<file path="src/rtl/line_copy_engine.sv">
module line_copy_engine #(
  parameter int ADDR_W     = 48,
  parameter int LINE_BYTES = 16
) (
  input  logic                    clk,
  input  logic                    rst_n,
  input  logic                    reg_we,
  input  logic [1:0]              reg_addr,
  input  logic [63:0]             reg_wdata,
  output logic [63:0]             reg_rdata,
  output logic                    mem_req,
  output logic                    mem_we,
  output logic [ADDR_W-1:0]       mem_addr,
  output logic [8*LINE_BYTES-1:0] mem_wdata,
  input  logic                    mem_ack,
  input  logic                    mem_err,
  input  logic [5:0]              mem_ecode,
  input  logic [8*LINE_BYTES-1:0] mem_rdata
);
  localparam int OFS    = $clog2(LINE_BYTES);
  localparam int LINE_W = 8 * LINE_BYTES;
  localparam int LA_W   = ADDR_W - OFS;

  typedef enum logic [1:0] {IDLE, RD, WR, NTF} st_t;
  st_t st;

  logic [LA_W-1:0]   src_q, dst_q, ntf_q, cur_src, cur_dst;
  logic [15:0]       len_q;
  logic              zf_q, nt_q, err_q;
  logic [5:0]        ecode_q;
  logic [LINE_W-1:0] line_q;
  logic [63:0]       status;

  wire busy     = (st != IDLE);
  wire start_wr = reg_we && (reg_addr == 2'd0) && reg_wdata[16];
  wire start    = start_wr && !busy;
  wire data_ph  = (st == RD) || (st == WR);

  assign status = {22'd0, ecode_q, 7'd0, nt_q, 3'd0, zf_q, 6'd0, err_q, busy, len_q};

  always_comb begin
    case (reg_addr)
      2'd0:    reg_rdata = status;
      2'd1:    reg_rdata = {{(64-ADDR_W){1'b0}}, src_q, {OFS{1'b0}}};
      2'd2:    reg_rdata = {{(64-ADDR_W){1'b0}}, dst_q, {OFS{1'b0}}};
      default: reg_rdata = {{(64-ADDR_W){1'b0}}, ntf_q, {OFS{1'b0}}};
    endcase
  end

  assign mem_req  = busy;
  assign mem_we   = (st != RD);
  assign mem_addr = {(st == RD) ? cur_src : (st == WR) ? cur_dst : ntf_q, {OFS{1'b0}}};
  assign mem_wdata = (st == NTF) ? {{(LINE_W-64){1'b0}}, status & ~64'h1_0000}
                   : (st == WR && !zf_q) ? line_q : '0;

  always_ff @(posedge clk or negedge rst_n) begin
    if (!rst_n) begin
      st <= IDLE;
      src_q <= '0; dst_q <= '0; ntf_q <= '0;
      cur_src <= '0; cur_dst <= '0;
      len_q <= '0; zf_q <= 1'b0; nt_q <= 1'b0;
      err_q <= 1'b0; ecode_q <= '0; line_q <= '0;
    end else begin
      if (reg_we) begin
        case (reg_addr)
          2'd1: src_q <= reg_wdata[ADDR_W-1:OFS];
          2'd2: dst_q <= reg_wdata[ADDR_W-1:OFS];
          2'd3: ntf_q <= reg_wdata[ADDR_W-1:OFS];
          default: ;
        endcase
      end
      case (st)
        IDLE: if (start) begin
          len_q   <= reg_wdata[15:0];
          zf_q    <= reg_wdata[24];
          nt_q    <= reg_wdata[28];
          err_q   <= 1'b0;
          ecode_q <= '0;
          cur_src <= src_q;
          cur_dst <= dst_q;
          if (reg_wdata[15:0] == 16'd0) st <= reg_wdata[28] ? NTF : IDLE;
          else                          st <= reg_wdata[24] ? WR : RD;
        end
        RD, WR: if (mem_ack) begin
          if (mem_err) begin
            err_q   <= 1'b1;
            ecode_q <= mem_ecode;
            st      <= nt_q ? NTF : IDLE;
          end else if (st == RD) begin
            line_q <= mem_rdata;
            st     <= WR;
          end else begin
            len_q   <= len_q - 16'd1;
            cur_src <= cur_src + 1'b1;
            cur_dst <= cur_dst + 1'b1;
            if (len_q == 16'd1) st <= nt_q ? NTF : IDLE;
            else                st <= zf_q ? WR : RD;
          end
        end
        NTF: if (mem_ack) st <= IDLE;
        default: st <= IDLE;
      endcase
    end
  end


  req_hold_chk: assert property (@(posedge clk) disable iff (!rst_n)
    mem_req && !mem_ack |=> mem_req && $stable(mem_addr) && $stable(mem_we) && $stable(mem_wdata));


  zf_no_read_chk: assert property (@(posedge clk) disable iff (!rst_n)
    busy && zf_q |-> !(mem_req && !mem_we));


  len_dec_chk: assert property (@(posedge clk) disable iff (!rst_n)
    (st == WR) && mem_ack && !mem_err |=> len_q == $past(len_q) - 16'd1);


  err_abort_chk: assert property (@(posedge clk) disable iff (!rst_n)
    data_ph && mem_ack && mem_err |=> err_q && (ecode_q == $past(mem_ecode)) && !data_ph);


  err_hold_chk: assert property (@(posedge clk) disable iff (!rst_n)
    err_q && !start |=> err_q && $stable(ecode_q));


  busy_ignore_chk: assert property (@(posedge clk) disable iff (!rst_n)
    busy && start_wr |=> $stable(zf_q) && $stable(nt_q));
endmodule

</file>
<file path="config.mk">
export PLATFORM = sky130hd
export DESIGN_NAME = line_copy_engine
export DESIGN_NICKNAME = d
export VERILOG_FILES = /design/src/rtl/line_copy_engine.sv
export SDC_FILE = /design/constraint.sdc
export NUM_CORES = 1
export LEC_CHECK = 0
export ABC_AREA = 1
export CAP_MARGIN = 0
export CELL_PAD_IN_SITES_DETAIL_PLACEMENT = 0
export CELL_PAD_IN_SITES_GLOBAL_PLACEMENT = 1
export CORE_UTILIZATION = 37
export CTS_CLUSTER_DIAMETER = 150
export DETAILED_ROUTE_END_ITERATION = 8
export GPL_ROUTABILITY_DRIVEN = 0
export PLACE_DENSITY_LB_ADDON = 0.1
export SYNTH_ARGS = -nofsm -noshare
export SYNTH_HDL_FRONTEND = slang
export SYNTH_SLANG_ARGS = --single-unit
</file>
<file path="constraint.sdc">
create_clock -name clk -period 2.9 [get_ports clk]
set_clock_uncertainty 0.15 [all_clocks]
set_input_delay 0.58 -clock clk [delete_from_list [all_inputs] [get_ports clk]]
set_output_delay 0.58 -clock clk [all_outputs]
set_load 0.01 [all_outputs]
</file>
==> out/metrics.csv, run 1 <==
metric,value,unit
PnR Total Power,35.0,mW
Reg2Reg Setup Slack,0.06,ns
fmax,0.326,GHz
"FF+latch count, synth",375,
Initial Util,37.7,%
leak pwr,14.3,nW
Final Cycle Share,106,%
drt wl/cell,21.2,um
peak supply drop,1.25,mV
Layout Utilization,54.3,%
"Setup violations, final",114,
Final Hold Fails,0,
mux cell area share after synthesis,0,%
Slew HR,47.6,%
most frequent cells in the layout,"nand2_1, dfrtp_1, nor2_1",
Synth cell types,38,
Worst EP required,2.17,ns
vias in the first global route,21113,
"Reg clk slew, reported paths",0.06,ns
pre-CTS setup slack,-0.370,ns
Cells after DPL,4066,
Post-Synth XOR/XNOR Area,0.671,%
DRT iter0 DRCs,1658,
R2R cell count,14,
critical path arrival,2.34,ns
worst r2r dst,cur_src[25],
Crit. End Element,primary output,
Total GRT Usage,30.5,%
simple-gate portion of the synthesized area,26.4,%
total number of vias,22142,
max cap viols,0,
Mapped Area,0.0209,mm2
"slowest stage cell, crit path",dfrtp_1,
CTS Sinks,375,
Synth Area in Compound Gates,16.7,%
WHS,0.333,ns
final wirelength,89700,um
Clock Latency Late Sink,0.58,ns
Vias/cell,5.22,
RR Startpoint,st[0],
CP Capture Point,mem_wdata[87],
Die H,240,um
pwr dens,1160,mW/mm2
CTS Buf Count,46,
"antenna viol nets, final",0,
RSZ-0062 raised after global routing,true,
syn_area_per_cell,7.04,um2
Residual DRC,0,
DIE WIDTH,240,um
status,finished with violations,
Clock Path Buffers,3,
slew of the pin with the lowest slew margin,0.786,ns
synth warn,0,
share of cells above drive strength 1,18.8,%
drt pass-1 iters,7,
setup ws final,-0.171,ns
worst-path cell chain,inv_2 -> ha_4 -> buf_6 -> nand3_4 -> buf_12 -> buf_12 -> buf_12 -> buf_16 -> buf_6 -> nor2_4 -> buf_6,
CP Max Fanout,7,
GRT overflow,0,
# rows,86,
Crit Path Class,reg -> out,
I/O Pins,447,
CTS root buf,clkbuf_16,
nets,3670,
Worst Hold Class,reg -> reg,
initial antenna violation count,7,
core footprint,0.0554,mm2
dpl hpwl,63100,um
"most common cell after layout, fill and taps aside",nand2_1,
CP Launch Point,st[0],
area grow syn2layout,44.0,%
first-pass GRT wire length,131000,um
final worst path period need,3.07,ns
startpoint types,flip-flop,
post-synthesis cell count,2968,
failing checks,negative setup slack,
Die Area,0.0574,mm2
Synth Area in Adders,0.539,%
CP peak stage delay,0.41,ns
max-slew violations,0,
H-tree depth,2,
largest net degree at the start of global routing,109,
port bufs,410,
post-synthesis sequential area ratio,44.9,%
final cell count without fillers,4243,
TritonCTS clock tree,yes,
main combinational cell family by area after synthesis,simple AND/OR/NAND/NOR gates,
-- worst min path at each step --
stage              start         end  depth (start not counted)
3_5_place_dp    src_q[9]    src_q[9]                          2
4_1_cts        dst_q[32]   dst_q[32]                          2
2_1_floorplan      rst_n  cur_dst[0]                          0
6_report        src_q[7]    src_q[7]                          2
3_3_place_gp    dst_q[9]    dst_q[9]                          2
5_1_grt        dst_q[26]   dst_q[26]                          2
-- kinds of logic after synthesis --
logic type / count (synthesis)
buffers and inverters: 544
and+or+nand+nor: 1375
xor gates and xnor gates: 16
AOI/OAI and AO/OA: 648
adders and majority gates: 9
DFF: 375
other: 1
-- worst max-delay path: cells and delay by family (launching register included) --
| family | cells | cell delay [ns] |
|---|---|---|
| flip-flops | 1 | 0.41 |
| buffers and inverters | 8 | 0.98 |
| adder cells (fa/ha/maj) | 1 | 0.18 |
| AND/OR/NAND/NOR | 2 | 0.17 |
-- per-layer routing --
metal  vias to the layer above  GRT usage (%)  wire length [um]
met2                       929           49.4             42000
met5                         -              0                41
met4                         6           8.00              2280
met1                     10632           40.2             37100
met3                       129           8.04              8300
li1                      10446              -                 -
-- flip-flops by register name, summed over array words and instances (netlist names) --
| signal | cells |
|---|---|
| cur_dst | 44 |
| cur_src | 44 |
| nt_q | 1 |
| st | 2 |
| src_q | 44 |
| zf_q | 1 |
| line_q | 128 |
| len_q | 16 |
| dst_q | 44 |
| ecode_q | 6 |
| ntf_q | 44 |
| err_q | 1 |
-- final cells by class --
| cell class | count | area [um2] |
|---|---|---|
| repair buffers | 595 | 6170 |
| well taps | 748 | 936 |
| multi-input cells | 2068 | 10600 |
| flip-flops and latches | 375 | 9380 |
| inverters | 370 | 1410 |
| clock inverters | 19 | 223 |
| clock buffers | 65 | 1350 |
| diodes | 3 | 7.51 |
| fillers | 5343 | 25300 |
-- power by group --
group	switching, mW	internal (mW)
logic	12.1	8.12
clock network	2.40	3.67
registers	1.53	7.17
-- metrics by stage --
stage | setup TNS [ns] | cell area, um2
final | -8.49 | 30100
after global routing | -19.58 | 30100
after CTS | -15.19 | 29000
after detailed placement | -12.05 | 26300
after global placement | -11.59 | 26300
after floorplan | 0 | 21000
-- cell usage after synthesis --
library cell | number | area, um2
a21oi_1 | 244 | 1220
a21oi_2 | 3 | 26.3
a22oi_1 | 9 | 67.6
a31oi_1 | 2 | 12.5
and2_1 | 1 | 6.26
buf_1 | 14 | 52.6
buf_2 | 48 | 240
buf_4 | 23 | 173
buf_6 | 7 | 78.8
clkbuf_1 | 81 | 304
clkbuf_2 | 1 | 5.00
clkinv_1 | 2 | 7.51
conb_1 | 1 | 3.75
dfrtp_1 | 375 | 9380
ha_1 | 9 | 113
inv_1 | 366 | 1370
inv_2 | 2 | 7.51
nand2_1 | 730 | 2740
nand2_2 | 5 | 31.3
nand2_4 | 1 | 11.3
nand3_1 | 131 | 656
nand3_2 | 1 | 10.0
nand3b_1 | 1 | 7.51
nand4_1 | 28 | 175
nand4_2 | 1 | 12.5
nor2_1 | 459 | 1720
nor2_2 | 2 | 12.5
nor2_4 | 7 | 78.8
nor3_1 | 8 | 40.0
o2111ai_1 | 11 | 96.3
o211ai_1 | 39 | 293
o21a_1 | 2 | 15.0
o21ai_0 | 273 | 1370
o21ai_1 | 22 | 110
o21ai_2 | 1 | 8.76
o221ai_1 | 6 | 52.6
o22ai_1 | 36 | 225
xor2_1 | 16 | 140
-- what timing repair did --
item / 4_1_cts / 5_1_grt
setup buffers: 39 / 36
hold buffers: 1 / 0
cloned: 20 / 3
gates resized for setup: 927 / 320
setup endpoints to repair: 220 / 192
hold endpoints to repair: 59 / 0
pin swaps: 18 / 31
(Power assumes the default switching activity.)
==> inputs of run 2 (changes only) <==
- SLEW_MARGIN: unset -> 20
- clock period: 2.9 -> 3.3 ns (I/O delays scaled with it)
==> out/metrics.csv, run 2 (synthesis gave the netlist of run 1 again) <==
metric,value,unit
Total GRT Usage,29.3,%
Worst EP required,2.49,ns
DRT iter0 DRCs,1639,
startpoint types,flip-flop,
drt pass-1 iters,6,
critical path arrival,2.47,ns
Die H,240,um
Clock Latency Late Sink,0.60,ns
fmax,0.305,GHz
Biggest register,line_q,
setup TNS,0,ns
PnR Total Power,27.0,mW
WHS,0.336,ns
first-pass GRT wire length,127000,um
CTS Sinks,375,
largest net degree at the start of global routing,135,
Clock Path Buffers,3,
DIE WIDTH,240,um
CP Max Fanout,25,
"most common cell after layout, fill and taps aside",nand2_1,
Reg2Reg Setup Slack,0.37,ns
I/O Pins,447,
final worst path period need,3.28,ns
Residual DRC,0,
Final Cycle Share,99.4,%
Vias/cell,5.18,
setup ws final,0.0213,ns
Worst Hold Class,reg -> reg,
initial antenna violation count,6,
vias in the first global route,20639,
worst r2r dst,cur_src[3],
RSZ-0062 raised after global routing,true,
max cap viols,0,
CTS Buf Count,45,
most frequent cells in the layout,"nand2_1, nor2_1, dfrtp_1",
total number of vias,21424,
Slew HR,38.6,%
Final Hold Fails,0,
dpl hpwl,60900,um
Hold Path End,dst_q[2],
pwr dens,972,mW/mm2
final wirelength,84200,um
CTS root buf,clkbuf_16,
leak pwr,13.9,nW
core footprint,0.0554,mm2
Die Area,0.0574,mm2
area grow syn2layout,33.1,%
R2R cell count,12,
pre-CTS setup slack,-0.126,ns
hold-critical path depth,2,
max-slew violations,0,
port bufs,410,
"antenna viol nets, final",0,
status,finished clean,
Crit. End Element,primary output,
peak supply drop,1.55,mV
H-tree depth,2,
"Setup violations, final",0,
Hold Crit Start,dst_q[2],
Largest register FFs,128,
# rows,86,
"Reg clk slew, reported paths",0.06,ns
RR Startpoint,st[1],
GRT overflow,0,
Initial Util,37.7,%
nets,3564,
share of cells above drive strength 1,6.06,%
drt wl/cell,20.4,um
TritonCTS clock tree,yes,
Crit Path Class,reg -> out,
slew of the pin with the lowest slew margin,0.921,ns
==> run 2: power breakdown <==
| part | internal (mW) | switching, mW |
|---|---|---|
| clock | 3.22 | 2.09 |
| sequential | 6.30 | 1.29 |
| combinational | 5.10 | 9.01 |
| total | 14.6 | 12.4 |
==> run 2: worst max-delay path, stage by stage (launching register included) <==
cell and delay [ns]:
dfrtp_1 0.42, ha_4 0.22, buf_12 0.14, bufbuf_16 0.30
nand2_1 0.07, o21ai_0 0.14, o21ai_1 0.27, dlygate4sd2_1 0.31
==> run 2: metrics by stage <==
step / instance area, um2 / util [%] / cells
after CTS: 27700 / 50.0 / 4131
after global placement: 26000 / 46.9 / 4035
final: 27800 / 50.2 / 4135
after floorplan: 21000 / - / 2987
after detailed placement: 26000 / 46.9 / 4035
after global routing: 27800 / 50.2 / 4131
==> run 2: worst max-delay path by stage <==
stage,end,from,slack (ns),cells past startpoint
after floorplan,mem_addr[11],st[0],0.85,8
after global placement,reg_rdata[15],reg_addr[1],-0.09,9
after detailed placement,reg_rdata[41],reg_addr[0],-0.13,9
after CTS,reg_rdata[12],reg_addr[0],0.005,7
after global routing,mem_addr[22],st[1],-0.007,8
final,mem_addr[40],st[1],0.02,7
==> run 2: final cells by class <==
type,count,area [um2]
tap,748,936
antenna,4,10.0
timing repair buffer,490,5040
inverter,370,1400
sequential,375,9380
clock buffer,68,1350
multi-input combinational,2068,9470
fill,5603,27600
clock inverter,12,208
==> run 2: what timing repair did <==
action	in CTS	in global routing
gates cloned	6	1
setup endpoints to repair	201	43
buffers inserted	9	0
hold endpoints to repair	48	0
pin swaps	8	1
hold buffers	1	0
gates resized for setup	245	40
==> run 2: layer usage <==
| layer | vias to the layer above | share of wire, % | GRT usage, % |
|---|---|---|---|
| met5 | - | 0.045 | 0 |
| met2 | 833 | 46 | 46.5 |
| met4 | 6 | 2.1 | 7.40 |
| met3 | 101 | 8.5 | 7.00 |
| met1 | 10266 | 44 | 40.0 |
| li1 | 10218 | - | - |
